`src/rtl/lum_pkg.sv`:
```
package lum_pkg;
  localparam int UP_BIT    = 4;
  localparam int TRAIN_BIT = 29;
  localparam int CODE_W    = 6;

  typedef enum logic [2:0] {
    S_IDLE   = 3'd0,
    S_POLL   = 3'd1,
    S_SETTLE = 3'd2,
    S_SET    = 3'd3,
    S_HOLD   = 3'd4,
    S_CLR    = 3'd5
  } seq_state_t;

  function automatic logic link_usable(input logic [31:0] w1);
    return w1[UP_BIT] & ~w1[TRAIN_BIT];
  endfunction

  function automatic logic [CODE_W-1:0] train_code(input logic [31:0] w0);
    return w0[CODE_W-1:0];
  endfunction
endpackage

```
`src/rtl/lum_decode.sv`:
```
module lum_decode
  import lum_pkg::*;
#(
  parameter logic [5:0] RCV_LOCK_CODE = 6'h0D
) (
  input  logic        clk,
  input  logic        rst_n,
  input  logic [31:0] dbg0_i,
  input  logic [31:0] dbg1_i,
  input  logic        rx_valid_i,
  output logic        link_now,
  output logic        stall_cond,
  output logic        link_q
);
  assign link_now   = link_usable(dbg1_i);
  assign stall_cond = (train_code(dbg0_i) == RCV_LOCK_CODE) && !rx_valid_i;

  always_ff @(posedge clk or negedge rst_n) begin
    if (!rst_n) link_q <= 1'b0;
    else        link_q <= link_now;
  end
endmodule

```
`src/rtl/lum_timer.sv`:
```
module lum_timer #(
  parameter int CW = 8
) (
  input  logic          clk,
  input  logic          rst_n,
  input  logic          clr,
  input  logic [CW-1:0] limit,
  output logic          hit
);
  logic [CW-1:0] cnt;

  always_ff @(posedge clk or negedge rst_n) begin
    if (!rst_n)   cnt <= '0;
    else if (clr) cnt <= '0;
    else if (!hit) cnt <= cnt + 1'b1;
  end

  assign hit = (cnt == limit);
endmodule

```
`src/rtl/lum_seq.sv`:
```
module lum_seq
  import lum_pkg::*;
(
  input  logic       clk,
  input  logic       rst_n,
  input  logic       start_i,
  input  logic       link_now,
  input  logic       stall_cond,
  input  logic       hit,
  output seq_state_t state,
  output logic       cnt_clr,
  output logic       settle_done,
  output logic       stall_hit,
  output logic       budget_out,
  output logic       stall_q,
  output logic       timeout_q
);
  seq_state_t nxt;

  assign settle_done = (state == S_SETTLE) && hit;
  assign stall_hit   = settle_done && stall_cond;
  assign budget_out  = (state == S_POLL) && !link_now && hit;

  always_comb begin
    nxt = state;
    if (start_i) nxt = S_POLL;
    else begin
      case (state)
        S_POLL:   if (link_now) nxt = S_SETTLE;
                  else if (hit) nxt = S_IDLE;
        S_SETTLE: if (hit) nxt = stall_cond ? S_SET : S_IDLE;
        S_SET:    nxt = S_HOLD;
        S_HOLD:   if (hit) nxt = S_CLR;
        S_CLR:    nxt = S_IDLE;
        default:  nxt = S_IDLE;
      endcase
    end
  end

  assign cnt_clr = start_i || (nxt != state);

  always_ff @(posedge clk or negedge rst_n) begin
    if (!rst_n) begin
      state     <= S_IDLE;
      stall_q   <= 1'b0;
      timeout_q <= 1'b0;
    end else begin
      state <= nxt;
      if (start_i) begin
        stall_q   <= 1'b0;
        timeout_q <= 1'b0;
      end else begin
        if (stall_hit)  stall_q   <= 1'b1;
        if (budget_out) timeout_q <= 1'b1;
      end
    end
  end
endmodule

```
`src/rtl/link_up_monitor.sv`:
```
module link_up_monitor
  import lum_pkg::*;
#(
  parameter int         SETTLE_CYC    = 500000,
  parameter int         PULSE_CYC     = 2500,
  parameter int         POLL_BUDGET   = 6000000,
  parameter logic [5:0] RCV_LOCK_CODE = 6'h0D
) (
  input  logic        clk,
  input  logic        rst_n,
  input  logic        start_i,
  input  logic [31:0] dbg0_i,
  input  logic [31:0] dbg1_i,
  input  logic        rx_valid_i,
  output logic        link_up_o,
  output logic        stall_o,
  output logic        ovr_set_o,
  output logic        ovr_clr_o,
  output logic        timeout_o
);
  localparam int MAX_A = (SETTLE_CYC > PULSE_CYC) ? SETTLE_CYC : PULSE_CYC;
  localparam int MAX_V = (MAX_A > POLL_BUDGET) ? MAX_A : POLL_BUDGET;
  localparam int CW    = $clog2(MAX_V + 1);

  logic          link_now, stall_cond, hit, cnt_clr;
  logic          settle_done, stall_hit, budget_out;
  logic [CW-1:0] limit;
  seq_state_t    state;

  function automatic logic [CW-1:0] limit_for(input seq_state_t s);
    case (s)
      S_POLL:   return CW'(POLL_BUDGET - 1);
      S_SETTLE: return CW'(SETTLE_CYC - 1);
      S_HOLD:   return CW'(PULSE_CYC - 1);
      default:  return '0;
    endcase
  endfunction

  assign limit = limit_for(state);

  lum_decode #(.RCV_LOCK_CODE(RCV_LOCK_CODE)) u_dec (
    .clk(clk), .rst_n(rst_n), .dbg0_i(dbg0_i), .dbg1_i(dbg1_i),
    .rx_valid_i(rx_valid_i), .link_now(link_now),
    .stall_cond(stall_cond), .link_q(link_up_o)
  );

  lum_timer #(.CW(CW)) u_tmr (
    .clk(clk), .rst_n(rst_n), .clr(cnt_clr), .limit(limit), .hit(hit)
  );

  lum_seq u_seq (
    .clk(clk), .rst_n(rst_n), .start_i(start_i), .link_now(link_now),
    .stall_cond(stall_cond), .hit(hit), .state(state), .cnt_clr(cnt_clr),
    .settle_done(settle_done), .stall_hit(stall_hit),
    .budget_out(budget_out), .stall_q(stall_o), .timeout_q(timeout_o)
  );

  assign ovr_set_o = (state == S_SET);
  assign ovr_clr_o = (state == S_CLR);
endmodule

```
`config.mk`:
```
export PLATFORM = sky130hd
export DESIGN_NAME = link_up_monitor
export DESIGN_NICKNAME = d
export VERILOG_FILES = /design/src/rtl/lum_pkg.sv /design/src/rtl/lum_decode.sv /design/src/rtl/lum_timer.sv /design/src/rtl/lum_seq.sv /design/src/rtl/link_up_monitor.sv
export SDC_FILE = /design/constraint.sdc
export NUM_CORES = 1
export LEC_CHECK = 0
export BUFFER_PORTS_ARGS = -buffer_cell sky130_fd_sc_hd__buf_4
export CAP_MARGIN = 40
export CORE_MARGIN = 2
export CORE_UTILIZATION = 29
export DETAILED_ROUTE_END_ITERATION = 6
export PLACE_DENSITY = 0.61
export SLEW_MARGIN = 25
export SYNTH_ARGS = -nofsm -noshare
export SYNTH_HDL_FRONTEND = slang
export SYNTH_SLANG_ARGS = --single-unit
```
`constraint.sdc`:
```
create_clock -name clk -period 4.2 [get_ports clk]
set_input_delay 0.21 -clock clk [delete_from_list [all_inputs] [get_ports clk]]
set_output_delay 0.21 -clock clk [all_outputs]
set_load 0.005 [all_outputs]
```
# Word-level counts from Yosys, hierarchy flattened
# Cells that the tools add are included.
[word_totals]
reg_bits = 29
latchBits = 0
ramBits = 0
mem_bits_ro = 0
out_inout_bits = 5
memories = 0
[op_classes]
addsub = 1
mul = 0
div_mod_pow = 0
magnitude_cmp = 0
n_eq_ne = 9
shift = 0
n_mux = 14
bitwise_logic = 2
n_reduce_logical = 10
[op_table]
columns = ["op", "count"]
rows = [
  ["one-hot mux 23 bit (3 select lines)", 1],
  ["2-to-1 mux 23 bit", 2],
  ["adder 23 x 1 -> 23 bit (second input constant)", 1],
  ["equality test 23 bit", 1],
  ["2-to-1 mux 3 bit", 5],
  ["one-hot mux 3 bit (4 select lines)", 1],
  ["equality test 3 x 2 -> 1 bit (second input constant)", 2],
  ["equality test 3 bit (second input constant)", 2],
  ["equality test 6 x 4 -> 1 bit (second input constant)", 1],
  ["logical AND 1 bit", 5],
  ["2-to-1 mux 1 bit", 4],
  ["nonzero test 2 bit", 2],
  ["equality test 3 x 1 -> 1 bit (second input constant)", 1],
  ["!= test 3 bit", 1],
  ["logical NOT 1 bit", 2],
  ["2-to-1 mux 2 bit", 1],
  ["!= test 2 bit (second input constant)", 1],
  ["bitwise AND 1 bit", 1],
  ["logical OR 1 bit", 1],
  ["NOT 1 bit", 1],
]

# Depth between registers and ports, before layout
[depth]
depth_word = 10
mapped_depth = 9

# Modules after synthesis
# From an unflattened synthesis, not the netlist that was laid out.
[hier_totals]
hier_cells = 242
area_unflattened_um2 = 2143.3
[modules_own_cells]
columns = ["module", "n_inst", "cells_each", "area_per_inst_um2", "seq_area_each_um2"]
rows = [
  ["lum_timer", 1, 190, 1684.1, 575.6],
  ["lum_seq", 1, 32, 316.6, 125.1],
  ["link_up_monitor", 1, 15, 87.6, 0.0],
  ["lum_decode", 1, 5, 55.1, 25.0],
]

# Worst setup path before layout
# OpenSTA, ideal clock, no wires.
[synth_path]
kind = "reg-to-reg"
start = "register u_tmr.cnt[2]"
end = "register u_tmr.cnt[12]"
arrival_time_ps = 2185
setup_slack_ps = 1897
stages_incl_launch_ff = 8
path_buffers = 1
period_less_slack_ps = 2303
cell_sequence = "dfrtp_1 -> or4_1 -> o32a_1 -> o31ai_4 -> nand4b_4 -> o41ai_4 -> buf_6 -> nor2_1"
[synth_via]
elab_chain_len = 8
word_cells_on_any_way = 13
[synth_rtl]
columns = ["element", "line", "source"]
rows = [
  ["start, declared", "lum_timer.sv:10", "logic [CW-1:0] cnt;"],
  ["start signal, assigned", "lum_timer.sv:15", "else if (!hit) cnt <= cnt + 1'b1;"],
  ["equality test 23 bit", "lum_timer.sv:18", "assign hit = (cnt == limit);"],
  ["2-to-1 mux 3 bit", "lum_seq.sv:30", "else if (hit) nxt = S_IDLE;"],
  ["2-to-1 mux 3 bit", "lum_seq.sv:29", "S_POLL: if (link_now) nxt = S_SETTLE;"],
  ["one-hot mux 3 bit (4 select lines)", "lum_seq.sv:28", "case (state)"],
  ["2-to-1 mux 3 bit", "lum_seq.sv:26", "if (start_i) nxt = S_POLL;"],
  ["!= test 3 bit", "lum_seq.sv:40", "assign cnt_clr = start_i || (nxt != state);"],
  ["logical OR 1 bit", "lum_seq.sv:40", ""],
  ["!= test 2 bit (no source line) / 2-to-1 mux 23 bit (equally long branches)", "n/a", ""],
]
# Parallel ways exist; a longest one is shown, timed or not. The select of a mux whose other input is x is not followed.
# A chain may end at the register's enable or synchronous reset.

# Final worst setup path
[layout_path]
start = "register u_seq.state[0]"
end = "register u_tmr.cnt[3]"
[layout_via]
elab_chain_len = 10
word_cells_on_any_way = 16
[layout_rtl]
columns = ["element", "line", "source"]
rows = [
  ["start, declared", "lum_seq.sv:10", "output seq_state_t state,"],
  ["start signal, assigned", "lum_seq.sv:48", "state <= nxt;"],
  ["equality test 3 bit (tied with other cells)", "lum_seq.sv:28, link_up_monitor.sv:31", ""],
  ["one-hot mux 23 bit (3 select lines)", "link_up_monitor.sv:31", "case (s)"],
  ["equality test 23 bit", "lum_timer.sv:18", ""],
  ["2-to-1 mux 3 bit", "lum_seq.sv:30", ""],
  ["2-to-1 mux 3 bit", "lum_seq.sv:29", ""],
  ["one-hot mux 3 bit (4 select lines)", "lum_seq.sv:28", ""],
  ["2-to-1 mux 3 bit", "lum_seq.sv:26", ""],
  ["!= test 3 bit", "lum_seq.sv:40", ""],
  ["logical OR 1 bit", "lum_seq.sv:40", ""],
  ["!= test 2 bit (no source line) / 2-to-1 mux 23 bit (equally long branches)", "n/a", ""],
]
# Parallel ways exist; a longest one is shown, timed or not.

==> flow_summary.json <==
{
  "p_comb_frac": 0.130,
  "drt_iter0_markers": 94,
  "setup_slack_ps": 1277,
  "io_buffers": 16,
  "cp_data_required_time_ps": 4340,
  "floorplan.initialDensity": 0.3051,
  "fin_crit_sh": 0.6958,
  "crit_path_end_kind": "flop",
  "pwr-share-seq": 0.432,
  "antenna_cells": 0,
  "cts_root_buf": "clkbuf_8",
  "ir_drop_mv": 0.1376,
  "synthArstFlopShare": 1.000,
  "clk_pin_slew_ps": 60,
  "critical_path.max_fanout": 19,
  "fin_tns_setup_ps": 0,
  "reg2reg_to": "u_tmr.cnt[3]$_DFFE_PN0P_",
  "die_h_um": 83.40,
  "reg2reg_from": "u_seq.state[0]$_DFF_PN0_",
  "h-tree-depth": 2,
  "synth_cells": 208,
  "ys_seq_area_frac": 0.3970,
  "fmax_mhz": 342.2,
  "wl_per_cell_um": 14.22,
  "clkLatencyLatePin_ps": 290,
  "rsz0062_at_grt": "no",
  "pre_cts_ws_ps": 1165,
  "p_per_area_nw_per_um2": 322.9,
  "stdcell_count": 301,
  "gp_congestion": 0.7862,
  "synth-seq-cells": 29,
  "stdcell_area_um2": 2137,
  "synth_area_leaders": "dfrtp_1 40%, a21oi_1 5.5%, nor2_1 4.7%",
  "num_rows": 28,
  "io_pins": 73,
  "final_hold_viol_count": 0,
  "maxSlewViolCount": 0,
  "grt.overflow.total": 0,
  "dp_hpwl_mm": 2.988,
  "die_w_um": 83.40,
  "placed_area_um2": 2003,
  "grt_pass1_vias": 1560,
  "synth_area_um2": 1828,
  "ys.flop_type": "dfrtp_1",
  "dieArea_um2": 6955,
  "synth.most_common_cell": "dfrtp_1",
  "ys_warn_count": 0,
  "drcViolationCount": 0,
  "p_int_uw": 515.9,
  "cts_setup_buffers": 0,
  "first_pass_iters": 4,
  "viasPerCell": 5.282,
  "reg2regPathDepth": 6,
  "yosys.area.top_type": "dfrtp_1",
  "final_nets": 294,
  "antenna_found_initial": 0,
  "clock_power_share": 0.438,
  "synthTopCellsByCount": "29 x dfrtp_1, 23 x nor2_1, 20 x a21oi_1",
  "grt_max_degree": 30,
  "status": "finished, final reports clean",
  "clk_path_buf_depth": 2,
  "fin_util": 0.3567,
  "synth_edf_count": 0,
  "worstSetupEndpoint": "u_tmr.cnt[3]$_DFFE_PN0P_",
  "antenna_left": 0,
  "rrSetupSlack_ps": 1280,
  "routed_wl_mm": 4.280,
  "vias": 1590,
  "cts_tree": "yes",
  "power_leakage_nw": 0.8630,
  "p_sw_frac": 0.2525,
  "arrival_ps": 3060,
  "numCtsBuffers": 5,
  "core_area_um2": 5991,
  "critPathLaunchType": "flop",
  "track_usage": 0.1338,
  "hp-class": "input port to flop",
  "fin_skew_ps": 6.876,
  "area_growth_pct": 16.91,
  "drive_above_1_share": 0.1681,
  "dp.cells": 291,
  "cts_sinks": 29,
  "worst_pin_slew_ps": 674.9,
  "synth.avg_cell_area_um2": 8.788,
  "fin_crit_ps": 2923,
  "p_sw_uw": 174.2,
  "max-slew-margin-rel": 0.5473,
  "synth_top_area_frac": 0.3970,
  "worstSetupPathType": "flop to flop",
  "max-cap-violations": 0,
  "grt_first_pass_wirelength_mm": 7.548,
  "syn-num-nets": 277,
  "final-setup-viol-count": 0,
  "startpoint": "u_seq.state[0]$_DFF_PN0_",
  "ys_types": 49
}
metrics by stage:
stage | hold WS (ps) | power (mW)
after floorplan | -85.59 | 0.3592
after global placement | 168.9 | 0.3869
after detailed placement | 167.0 | 0.3909
after CTS | 123.8 | 0.6990
after global routing | 118.8 | 0.7233
final | 127.7 | 0.6901
logic make-up (layout without fill, tap and decap cells):
| group | Yosys count | after routing | share of synthesized area |
|---|---|---|---|
| AOI/OAI and AO/OA | 43 | 43 | 0.1718 |
| xor gates and xnor gates | 14 | 14 | 0.06708 |
| adders and majority gates | 2 | 2 | 0.01232 |
| buffers and inverters | 16 | 34 | 0.03970 |
| DFF | 29 | 29 | 0.3970 |
| and+or+nand+nor | 104 | 104 | 0.3121 |
area by class of cell:
| class | count | area (um2) |
|---|---|---|
| inverter | 7 | 26.28 |
| multi-input combinational | 163 | 1030 |
| clock inverter | 1 | 30.03 |
| fill | 640 | 3854 |
| sequential | 29 | 725.7 |
| tap | 75 | 93.84 |
| clock buffer | 7 | 86.33 |
| timing repair buffer | 19 | 145.1 |
how the worst min path moves through the flow:
stage,startpoint,end,cells after the start
floorplan,rst_n,u_dec.link_q$_DFF_PN0_,0
global placement,rst_n,u_tmr.cnt[12]$_DFFE_PN0P_,1
detailed placement,rst_n,u_tmr.cnt[12]$_DFFE_PN0P_,1
CTS,start_i,u_seq.stall_q$_DFFE_PN0P_,2
global route,start_i,u_seq.stall_q$_DFFE_PN0P_,2
finish,start_i,u_seq.stall_q$_DFFE_PN0P_,2
timing repair:
item,in CTS,in global routing
hold endpoints to repair,29,0
setup endpoints to repair,0,0
gates resized for setup,0,0
hold buffers,1,0
sequential cells by signal, summed over array words and instances, names as in the netlist:
| register | flops |
|---|---|
| u_seq.timeout_q | 1 |
| u_seq.state | 3 |
| u_tmr.cnt | 23 |
| u_dec.link_q | 1 |
| u_seq.stall_q | 1 |
critical path: stages, from the launching register on:
cell and delay [ps]:
dfrtp_1 750, nor3b_1 630, nand4_1 160, o41ai_1 130, o211ai_2 350, o31ai_2 640
nor2_1 110
power by group through the flow:
stage	sequential [mW]	clock (mW)	combinational, mW
CTS	0.297	0.312	0.0896
floorplan	0.293	0	0.0662
global placement	0.302	0	0.0847
global route	0.299	0.325	0.0995
finish	0.298	0.302	0.0898
detailed placement	0.303	0	0.0883
routing by layer:
layer | track usage | part of all wire
met3 | 0.04374 | 0.047
met4 | 0.04024 | 0.013
met5 | 0 | 0
met1 | 0.1803 | 0.50
met2 | 0.2038 | 0.44
cells in the final DEF, fill, tap and decap left out, types with 6 or more instances in the layout:
cell type   n
a21oi_1    20
clkbuf_8    6
nand2_1    18
nor3_1      6
buf_4      18
nor2_1     23
nand3_1    14
xor2_1      7
inv_1       7
dfrtp_1    29
xnor2_1     7
No activity file was read; power rests on OpenSTA's default activity.
